`config.mk`:
```
export PLATFORM = sky130hd
export DESIGN_NAME = msi_vector_capture
export DESIGN_NICKNAME = d
export VERILOG_FILES = /design/src/rtl/msi_cap_pkg.sv /design/src/rtl/msi_addr_match.sv /design/src/rtl/msi_status_bank.sv /design/src/rtl/msi_reg_if.sv /design/src/rtl/msi_vector_capture.sv
export SDC_FILE = /design/constraint.sdc
export NUM_CORES = 1
export LEC_CHECK = 0
export ABC_AREA = 1
export BUFFER_PORTS_ARGS = -buffer_cell sky130_fd_sc_hd__buf_2
export CAP_MARGIN = 20
export CORE_UTILIZATION = 48
export CTS_BUF_LIST = sky130_fd_sc_hd__clkbuf_16
export CTS_CLUSTER_DIAMETER = 80
export CTS_CLUSTER_SIZE = 8
export DETAILED_ROUTE_END_ITERATION = 8
export PLACE_DENSITY = 0.77
export SLEW_MARGIN = 20
export SYNTH_ARGS = -nofsm -noshare
export SYNTH_HDL_FRONTEND = slang
export SYNTH_HIERARCHICAL = 1
export SYNTH_SLANG_ARGS = --single-unit
```
`constraint.sdc`:
```
create_clock -name clk -period 3 [get_ports clk]
set_input_delay 0.6 -clock clk [delete_from_list [all_inputs] [get_ports clk]]
set_output_delay 0.6 -clock clk [all_outputs]
set_load 0.005 [all_outputs]
```
`src/rtl/msi_cap_pkg.sv`:
```
package msi_cap_pkg;
  // Word indices of the register map (byte offset = index * 4)
  localparam int unsigned IDX_DB_LO   = 0;
  localparam int unsigned IDX_DB_HI   = 1;
  localparam int unsigned IDX_STATUS  = 2;
  localparam int unsigned IDX_MASK    = 3;
  localparam int unsigned IDX_PAYLOAD = 4;
  localparam int unsigned IDX_ACT     = 5;

  typedef struct packed {
    logic db_lo;
    logic db_hi;
    logic status;
    logic mask;
    logic act;
  } reg_sel_t;
endpackage

```
`src/rtl/msi_addr_match.sv`:
```
module msi_addr_match #(
  parameter int DB_W    = 64,
  parameter int DATA_W  = 16,
  parameter int NUM_VEC = 32
) (
  input  logic               in_valid,
  input  logic [DB_W-1:0]    in_addr,
  input  logic [DATA_W-1:0]  in_data,
  input  logic [DB_W-1:0]    doorbell,
  input  logic               capture_en,
  output logic               hit,
  output logic               miss,
  output logic [NUM_VEC-1:0] set_vec
);
  localparam int VIDX_W = $clog2(NUM_VEC);

  logic addr_eq;
  logic [VIDX_W-1:0] vidx;

  assign addr_eq = (in_addr == doorbell);
  assign hit     = in_valid && addr_eq && capture_en;
  assign miss    = in_valid && !addr_eq;
  assign vidx    = in_data[VIDX_W-1:0];

  for (genvar i = 0; i < NUM_VEC; i++) begin : g_dec
    assign set_vec[i] = hit && (vidx == VIDX_W'(i));
  end
endmodule

```
`src/rtl/msi_status_bank.sv`:
```
module msi_status_bank #(
  parameter int NUM_VEC = 32
) (
  input  logic               clk,
  input  logic               rst,
  input  logic [NUM_VEC-1:0] set_vec,
  input  logic               clr_wr,
  input  logic               mask_wr,
  input  logic [NUM_VEC-1:0] wbits,
  output logic [NUM_VEC-1:0] status_q,
  output logic [NUM_VEC-1:0] mask_q,
  output logic               pending_q
);
  logic [NUM_VEC-1:0] status_nxt;
  logic [NUM_VEC-1:0] mask_nxt;

  for (genvar i = 0; i < NUM_VEC; i++) begin : g_bit
    // capture has priority over a same-cycle clear
    assign status_nxt[i] = set_vec[i] | (status_q[i] & ~(clr_wr & wbits[i]));
  end

  assign mask_nxt = mask_wr ? wbits : mask_q;

  always_ff @(posedge clk) begin
    if (rst) begin
      status_q  <= '0;
      mask_q    <= '1;
      pending_q <= 1'b0;
    end else begin
      status_q  <= status_nxt;
      mask_q    <= mask_nxt;
      pending_q <= |(status_nxt & ~mask_nxt);
    end
  end

  assert_set_wins_R7: assert property (@(posedge clk) disable iff (rst)
    (|set_vec) |=> ((status_q & $past(set_vec)) == $past(set_vec)));

  assert_w1c_clear_R6: assert property (@(posedge clk) disable iff (rst)
    clr_wr |=> ((status_q & $past(wbits) & ~$past(set_vec)) == '0));

  assert_pending_tracks_R8: assert property (@(posedge clk) disable iff (rst)
    pending_q == (|(status_q & ~mask_q)));

  assert_mask_hold_R9: assert property (@(posedge clk) disable iff (rst)
    !mask_wr |=> $stable(mask_q));
endmodule

```
`src/rtl/msi_reg_if.sv`:
```
module msi_reg_if
  import msi_cap_pkg::*;
#(
  parameter int ADDR_W  = 8,
  parameter int REG_W   = 32,
  parameter int DATA_W  = 16,
  parameter int NUM_VEC = 32
) (
  input  logic                clk,
  input  logic                rst,
  input  logic                reg_wr_en,
  input  logic                reg_rd_en,
  input  logic [ADDR_W-1:0]   reg_addr,
  input  logic [REG_W-1:0]    reg_wdata,
  input  logic                hit,
  input  logic [DATA_W-1:0]   in_data,
  input  logic [NUM_VEC-1:0]  status_q,
  input  logic [NUM_VEC-1:0]  mask_q,
  output logic [2*REG_W-1:0]  doorbell,
  output logic                clr_wr,
  output logic                mask_wr,
  output logic                act_q,
  output logic [REG_W-1:0]    reg_rdata
);
  localparam int WORD_W = ADDR_W - 2;

  logic [WORD_W-1:0] word;
  logic              aligned;
  reg_sel_t          wsel;
  logic [REG_W-1:0]  db_lo_q, db_hi_q;
  logic [DATA_W-1:0] payload_q;
  logic [REG_W-1:0]  rd_mux;

  assign word    = reg_addr[ADDR_W-1:2];
  assign aligned = (reg_addr[1:0] == 2'b00);

  assign wsel.db_lo  = reg_wr_en && aligned && (word == WORD_W'(IDX_DB_LO));
  assign wsel.db_hi  = reg_wr_en && aligned && (word == WORD_W'(IDX_DB_HI));
  assign wsel.status = reg_wr_en && aligned && (word == WORD_W'(IDX_STATUS));
  assign wsel.mask   = reg_wr_en && aligned && (word == WORD_W'(IDX_MASK));
  assign wsel.act    = reg_wr_en && aligned && (word == WORD_W'(IDX_ACT));

  assign clr_wr   = wsel.status;
  assign mask_wr  = wsel.mask;
  assign doorbell = {db_hi_q, db_lo_q};

  always_ff @(posedge clk) begin
    if (rst) begin
      db_lo_q   <= '0;
      db_hi_q   <= '0;
      payload_q <= '0;
      act_q     <= 1'b0;
    end else begin
      if (wsel.db_lo) db_lo_q <= reg_wdata;
      if (wsel.db_hi) db_hi_q <= reg_wdata;
      if (hit) payload_q <= in_data;
      act_q <= hit | (act_q & ~(wsel.act & reg_wdata[0]));
    end
  end

  always_comb begin
    rd_mux = '0;
    if (aligned) begin
      if (word == WORD_W'(IDX_DB_LO))   rd_mux = db_lo_q;
      if (word == WORD_W'(IDX_DB_HI))   rd_mux = db_hi_q;
      if (word == WORD_W'(IDX_STATUS))  rd_mux = REG_W'(status_q);
      if (word == WORD_W'(IDX_MASK))    rd_mux = REG_W'(mask_q);
      if (word == WORD_W'(IDX_PAYLOAD)) rd_mux = REG_W'(payload_q);
      if (word == WORD_W'(IDX_ACT))     rd_mux = REG_W'(act_q);
    end
  end

  always_ff @(posedge clk) begin
    if (rst)            reg_rdata <= '0;
    else if (reg_rd_en) reg_rdata <= rd_mux;
  end

  assert_payload_hold_R3: assert property (@(posedge clk) disable iff (rst)
    !hit |=> $stable(payload_q));

  assert_act_set_R10: assert property (@(posedge clk) disable iff (rst)
    hit |=> act_q);
endmodule

```
`src/rtl/msi_vector_capture.sv`:
```
module msi_vector_capture #(
  parameter int ADDR_W  = 8,
  parameter int REG_W   = 32,
  parameter int DATA_W  = 16,
  parameter int NUM_VEC = 32
) (
  input  logic                 clk,
  input  logic                 rst,
  input  logic                 capture_en,
  input  logic                 in_wr_valid,
  input  logic [2*REG_W-1:0]   in_wr_addr,
  input  logic [DATA_W-1:0]    in_wr_data,
  input  logic                 reg_wr_en,
  input  logic                 reg_rd_en,
  input  logic [ADDR_W-1:0]    reg_addr,
  input  logic [REG_W-1:0]     reg_wdata,
  output logic [REG_W-1:0]     reg_rdata,
  output logic                 pass_valid,
  output logic [2*REG_W-1:0]   pass_addr,
  output logic [DATA_W-1:0]    pass_data,
  output logic                 msi_pending,
  output logic                 msi_activity
);
  localparam int DB_W   = 2 * REG_W;
  localparam int VIDX_W = $clog2(NUM_VEC);

  logic               hit, miss, clr_wr, mask_wr;
  logic [NUM_VEC-1:0] set_vec, status_q, mask_q;
  logic [DB_W-1:0]    doorbell;
  logic [VIDX_W-1:0]  vidx;

  assign vidx = in_wr_data[VIDX_W-1:0];

  msi_addr_match #(.DB_W(DB_W), .DATA_W(DATA_W), .NUM_VEC(NUM_VEC)) u_match (
    .in_valid(in_wr_valid), .in_addr(in_wr_addr), .in_data(in_wr_data),
    .doorbell(doorbell), .capture_en(capture_en),
    .hit(hit), .miss(miss), .set_vec(set_vec));

  msi_status_bank #(.NUM_VEC(NUM_VEC)) u_bank (
    .clk(clk), .rst(rst), .set_vec(set_vec), .clr_wr(clr_wr),
    .mask_wr(mask_wr), .wbits(reg_wdata[NUM_VEC-1:0]),
    .status_q(status_q), .mask_q(mask_q), .pending_q(msi_pending));

  msi_reg_if #(.ADDR_W(ADDR_W), .REG_W(REG_W), .DATA_W(DATA_W),
               .NUM_VEC(NUM_VEC)) u_regs (
    .clk(clk), .rst(rst), .reg_wr_en(reg_wr_en), .reg_rd_en(reg_rd_en),
    .reg_addr(reg_addr), .reg_wdata(reg_wdata), .hit(hit),
    .in_data(in_wr_data), .status_q(status_q), .mask_q(mask_q),
    .doorbell(doorbell), .clr_wr(clr_wr), .mask_wr(mask_wr),
    .act_q(msi_activity), .reg_rdata(reg_rdata));

  always_ff @(posedge clk) begin
    if (rst) begin
      pass_valid <= 1'b0;
      pass_addr  <= '0;
      pass_data  <= '0;
    end else begin
      pass_valid <= miss;
      if (miss) begin
        pass_addr <= in_wr_addr;
        pass_data <= in_wr_data;
      end
    end
  end

  assert_capture_sets_R2: assert property (@(posedge clk) disable iff (rst)
    (in_wr_valid && capture_en && in_wr_addr == doorbell) |=> status_q[$past(vidx)]);

  assert_no_forward_match_R4: assert property (@(posedge clk) disable iff (rst)
    (in_wr_valid && in_wr_addr == doorbell) |=> !pass_valid);

  assert_disabled_no_set_R5: assert property (@(posedge clk) disable iff (rst)
    !capture_en |=> ((status_q & ~$past(status_q)) == '0));
endmodule

```
## Yosys cells after proc, flatten, opt, wreduce, memory -nomap -nowiden

Cells that the tools add are included.

- Equality and inequality tests: 37
- Reduce and logical (&&, ||, !) cells: 46
- Muxes and demuxes: 8
- Bitwise operators: 134

Operators by type and width:

| kind | count |
|---|---|
| 2-to-1 mux 32 bit | 8 |
| equality test 5 bit (second input constant) | 16 |
| bitwise AND 1 bit | 66 |
| equality test 64 bit | 1 |
| logical AND 1 bit | 41 |
| equality test 5 x 4 -> 1 bit (second input constant) | 8 |
| inverter 1 bit | 33 |
| OR 1 bit | 33 |
| bitwise AND 32 bit | 1 |
| inverter 32 bit | 1 |
| OR reduction 32 bit | 1 |
| equality test 5 x 3 -> 1 bit (second input constant) | 4 |
| equality test 6 x 2 -> 1 bit (second input constant) | 2 |
| equality test 6 x 3 -> 1 bit (second input constant) | 2 |
| equality test 5 x 2 -> 1 bit (second input constant) | 2 |
| equality test 6 x 1 -> 1 bit (second input constant) | 1 |
| zero test 6 bit | 1 |
| equality test 5 x 1 -> 1 bit (second input constant) | 1 |
| zero test 5 bit | 1 |
| zero test 2 bit | 1 |
| zero test 1 bit | 1 |

- Output and inout port bits: 115
- Bits in registers: 259

## Longest topological paths before layout

- Depth in word-level cells: 9
- Gate-level depth with buffers: 19
- Gate-level depth less buffers: 18

## Hierarchy

Netlist, hierarchy kept.

Modules (own cells, without submodules):

| module | sequential area each (um2) | area each (um2) | times used | cells each |
|---|---|---|---|---|
| msi_reg_if | 2,262.2 | 5,159.9 | 1 | 733 |
| msi_vector_capture | 1,621.6 | 3,324.4 | 1 | 510 |
| msi_status_bank | 1,301.2 | 2,869.0 | 1 | 444 |
| msi_addr_match | 0.0 | 1,684.1 | 1 | 382 |

## Worst setup path before layout

Ideal clock, no wire load.

- Path kind: input port to flip-flop
- From: input port reg_addr[5]
- To: register u_bank.pending_q
- Arrival: 2.372 ns
- Stages on the path: 15
- Buffers on the path: 3
- Slack: 0.503 ns
- Data required time: 2.875 ns
- Cells stage by stage: nor2_2 > nand2_4 > buf_6 > clkbuf_1 > nor4_1 > buf_2 > nand2_1 > nand2_1 > nand2_1 > nand2_1 > nand2_1 > nor2_1 > nand2_1 > nor2_1 > a21oi_1

- Longest elaborated chain between the ends: 8
- Elaborated cells between the ends (all ways): 136
- Classes of those cells: eq/ne (2); mux (1); bitwise (130); reduce/logical (3)

RTL lines:

| item | RTL line | text |
|---|---|---|
| start, declared | msi_vector_capture.sv:15 | `input logic [ADDR_W-1:0] reg_addr,` |
| equality test 6 x 2 -> 1 bit * | msi_reg_if.sv:39 | `assign wsel.status = reg_wr_en && aligned && (word == WORD_W'(IDX_STATUS));` |
| logical AND 1 bit * | msi_reg_if.sv:39 |  |
| net clr_wr | msi_vector_capture.sv:27 | `logic hit, miss, clr_wr, mask_wr;` |
| bitwise AND 1 bit | msi_status_bank.sv:19 | `assign status_nxt[i] = set_vec[i] \| (status_q[i] & ~(clr_wr & wbits[i]));` |
| inverter 1 bit | msi_status_bank.sv:19 |  |
| bitwise AND 1 bit | msi_status_bank.sv:19 |  |
| OR 1 bit | msi_status_bank.sv:19 |  |
| bitwise AND 32 bit * | msi_status_bank.sv:32 | `pending_q <= \|(status_nxt & ~mask_nxt);` |
| OR reduction 32 bit * | msi_status_bank.sv:32 |  |
| end signal, assigned | msi_status_bank.sv:32 |  |
| end, declared | msi_status_bank.sv:12 | `output logic pending_q` |

Mark *: on every way through the listed nets, which the timed path passes. The rest lies on a longest branch.
A chain may end at the register's enable or synchronous reset.

## Worst setup path in the final report

- From: register u_regs.db_lo_q[0]
- To: register u_bank.pending_q

- Longest elaborated chain between the ends: 7
- Elaborated cells between the ends (all ways): 69
- Classes of those cells: eq/ne (1); bitwise (33); reduce/logical (35)

RTL lines:

| item | RTL line | text |
|---|---|---|
| start, declared | msi_reg_if.sv:30 | `logic [REG_W-1:0] db_lo_q, db_hi_q;` |
| start signal, assigned | msi_reg_if.sv:54 | `if (wsel.db_lo) db_lo_q <= reg_wdata;` |
| equality test 64 bit | msi_addr_match.sv:20 | `assign addr_eq = (in_addr == doorbell);` |
| logical AND 1 bit (2 in series) | msi_addr_match.sv:21 | `assign hit = in_valid && addr_eq && capture_en;` |
| logical AND 1 bit | msi_addr_match.sv:26 | `assign set_vec[i] = hit && (vidx == VIDX_W'(i));` |
| net set_vec[18] | msi_vector_capture.sv:28 | `logic [NUM_VEC-1:0] set_vec, status_q, mask_q;` |
| OR 1 bit | msi_status_bank.sv:19 |  |
| bitwise AND 32 bit | msi_status_bank.sv:32 |  |
| OR reduction 32 bit | msi_status_bank.sv:32 |  |

The timed path passes the listed nets, and every way through them passes these cells.

==> impl_results.md <==
* Number of non-filler instances in the completed layout at 2615
* TritonCTS clock tree: built
* Result of the run: completed
* Element type at the critical path end: register
* Fin nets at approximately 2400
* P_sw at between 1500 and 2000 µW
* Relative slew margins at 37.9%
* Total CTS buffers at 38
* Post-route DRC at 0
* Setup violation total in the final timing report at 0
* H-tree lvl count at 2
* Layout overhead on the synthesized area at 18.1%
* Quantity of gates resized following cts at 0
* Routability Congestion at between 0.9 and 1
* Crit Path Max Fanout at 12
* Slowest cell on the critical path: dfxtp_1
* Total negative setup slack at 0 ps
* Most frequent standard cell in the layout excluding fill and tap cells: nand2_1
* Flip-flop and latch count after synthesis at between 200 and 300
* Routed wire length at around 42 mm
* Initial drt markers at about 1400
* Worst-case vdd ir drop at approximately 370 µV
* Post-Route Skew at about 18 ps
* Ordered list of cells on the worst path: nand2_1 > inv_1 > nor2_1 > nor2_1 > nand2_1 > nor2_1 > nand2_1 > nor2_2 > nand3_4 > buf_4 > nor2_2 > inv_1 > nand2_1 > nand2_1 > nand2_1 > nor2_1 > nand2_1 > nor2_1 > a21oi_1
* Setup repair after global routing missed its margin: no
* Mapped Nets at around 2200
* Depth of the worst hold-timing path at 3
* Count of different cell masters after synthesis at 35
* Placeable core area at 0.0264 mm²
* CP peak stage delay at roughly 450 ps
* Number of hold buffers added after CTS at 0
* Logic depth of the worst register-to-register path at 19
* Post-CTS clock slew at the launch and capture registers of the worst setup and hold paths at 50 ps
* Mean number of vias per cell at between 5 and 6
* Post-synthesis instance area at between 0.01 and 0.015 mm²
* Capture instance of the worst register-to-register path: u_bank/pending_q
* Critical path arrival at roughly 3000 ps
* Wire length per cell at 16.2 µm
* Number of synthesis warnings at 6
* Worst setup path class: register to register
* Num rows at 59
* Relative contribution of sequential cells to total power at roughly 45%
* Worst R2R Setup Slack at 450 ps
* Number of standard cells after synthesis at about 2100
* Cell repeated most along the worst path: nand2_1
* Remaining number of nets flagged by the antenna check after routing at 0
* Cell class contributing the biggest share of worst-path delay: simple AND/OR/NAND/NOR gates
* Path class of the lowest-slack min-delay path: primary input to register
* Boundary pin count at approximately 240
* Hold wc startpoint: in_wr_data[15]
* Clock tree root buffer cell: clkbuf_16
* Starting density of the core at around half
* Endpoints failing hold at 0
* Number of antenna violations at the first check in global routing at 1
* Via count at roughly 13000
* First-pass GRT wire length at approximately 66 mm
* Source of the worst register-to-register timing path: u_regs/db_lo_q[0]
* Maximum buffer depth of the clock tree at 3
* Final clock period utilization by the worst path at between 80% and 90%
* DRT Pass-1 Iters at 6
* Global route total overflow at 0
* Pins Over Slew Limit at 0
* Transition at the pin with the smallest max-transition slack at 931 ps
* Leak Pwr at 0.00758 µW
* Clock net sink count at around 260
* Sequential cell area at 0.00518 mm²
* Die area at 0.0278 mm²
* Via count of the first global-routing pass at about 12000
* Placed insts at 2572
* Largest net degree at the start of global routing at 81
* Fillers at about 2500
* Power density cells at between 500 and 600 mW/mm²
* Overall routing resource usage at between 20 and 30%
* Sort of element at the start of the critical path: register
* DIE WIDTH at about 170 µm
* Endpoint with the worst hold slack: u_regs/payload_q[15]
* Number of input and output port buffers inserted at 240
* Multi-input combinational cell area at 0.00628 mm²
* Post-synthesis sequential area ratio at 39.8%
* Vertical extent of the die at 167 µm
* MaxCap Viol Count at 0
* CP required at approximately 3500 ps
* Share of final-layout standard cells stronger than drive strength 1 at roughly 17%
* Top library cells by usage in the layout, fill and taps aside: nand2_1, nor2_1, dfxtp_1
* Combinational cell fraction of total power at between 8 and 9%
* Fmax achieved at 392 MHz
* Share of total power consumed by net switching at 24.8%
* Critical path buffer and inverter count at 3
* DP HPWL at roughly 30 mm
* Min Clock Period, post-route at 2550 ps
* Clock network fraction of design power at a little under half
* Clock insertion delay at the later pin of the skew report at 530 ps
* Synthesized area per cell at approximately 6.3 µm²
* Internal Power at about 6000 µW
* Setup Fix Bufs, Post-CTS at 0
[sequential cells by signal, summed over array words and instances, names as in the netlist, 16 cells and up]
name and cells:
pass_addr 64, pass_data 16, u_bank/mask_q 32, u_bank/status_q 32, u_regs/db_hi_q 32, u_regs/db_lo_q 32, u_regs/payload_q 16, u_regs/reg_rdata 32
[cell type report]
cell class,instances,area share (%)
Inverter,260,6.35
Antenna cell,1,0.0163
Timing Repair Buffer,270,10.0
Sequential cell,259,33.7
Clock inverter,4,0.268
Multi-Input combinational cell,1448,40.8
Clock buffer,38,6.18
Tap cell,335,2.72
[cells in the mapped netlist]
master    instances  share of area [%]
clkbuf_1         42                1.2
nand2_1         749                 22
buf_6            23                2.0
nor3_2            1              0.077
nor2_1          310                8.9
xor2_1           19                1.3
a211oi_2          1              0.096
inv_2             7               0.20
a32oi_1           6               0.40
inv_1           252                7.3
or2_1             1              0.048
nor2_2           32                1.5
nor2_8            1               0.15
a21boi_0          1              0.058
buf_4             8               0.46
nor3_1           18               0.69
nor4_1            1              0.048
a21oi_1         175                6.7
o21ai_2           8               0.54
o31ai_1           1              0.058
nand2_2           2              0.096
nand2_4           2               0.17
nor2_4            5               0.43
clkinv_2          1              0.038
dfxtp_1         259                 40
nand3_1          64                2.5
nand4_1          11               0.53
o21bai_1          1              0.058
a211oi_1         15               0.86
nand3_2           2               0.15
buf_2            29                1.1
nand4_2           1              0.096
o21a_1            1              0.058
o21ai_0          19               0.73
nand3_4           1               0.13
[kinds of logic after synthesis]
| family | count (synthesis) | share of synthesized area [%] |
|---|---|---|
| and+or+nand+nor | 1201 | 37.1 |
| buffers and inverters | 362 | 12.3 |
| DFF | 259 | 39.8 |
| AOI/OAI and AO/OA | 228 | 9.58 |
| xor gates and xnor gates | 19 | 1.28 |
[worst max path at each step]
stage,startpoint,to,slack (ps),cells after the start
6_report,u_regs/db_lo_q[0],u_bank/pending_q,450,19
5_1_grt,u_regs/db_lo_q[0],u_bank/pending_q,200,19
4_1_cts,u_regs/db_hi_q[30],u_bank/pending_q,490,19
3_5_place_dp,in_wr_addr[1],u_bank/pending_q,210,18
3_3_place_gp,in_wr_addr[0],u_bank/pending_q,250,20
2_1_floorplan,reg_addr[5],u_bank/pending_q,500,15
[metrics by stage]
stage | instance area [µm²] | power (µW) | hold WS (ps) | util (%) | setup WS [ps]
2_1_floorplan | 13000 | 4000 | 440 | - | 503
3_3_place_gp | 14400 | 4300 | 449 | 54.6 | 246
6_report | 15400 | 7980 | 362 | 58.4 | 446
3_5_place_dp | 14400 | 4310 | 452 | 54.6 | 207
4_1_cts | 15400 | 8010 | 350 | 58.4 | 488
5_1_grt | 15400 | 8240 | 376 | 58.4 | 198
[tightest hold or removal path, cell delays in order]
cell	delay, ps
buf_2	110
nand2_1	50
a21oi_1	60
[layer usage]
metal / GRT usage [%] / vias to the layer above / share of wire, %
met5: 0 / - / 0
met4: 13.9 / 0 / 4.4
met3: 5.09 / 91 / 9.2
met2: 46.3 / 623 / 43
met1: 40.6 / 6059 / 43
li1: - / 6690 / -
[power groups by stage]
stage	clock (µW)	combinational [µW]	sequential [µW]
floorplan	0	358	3640
global placement	0	669	3630
detailed placement	0	677	3630
CTS	3760	682	3570
global route	3910	763	3570
finish	3730	689	3570
No activity file was read; power rests on OpenSTA's default activity.
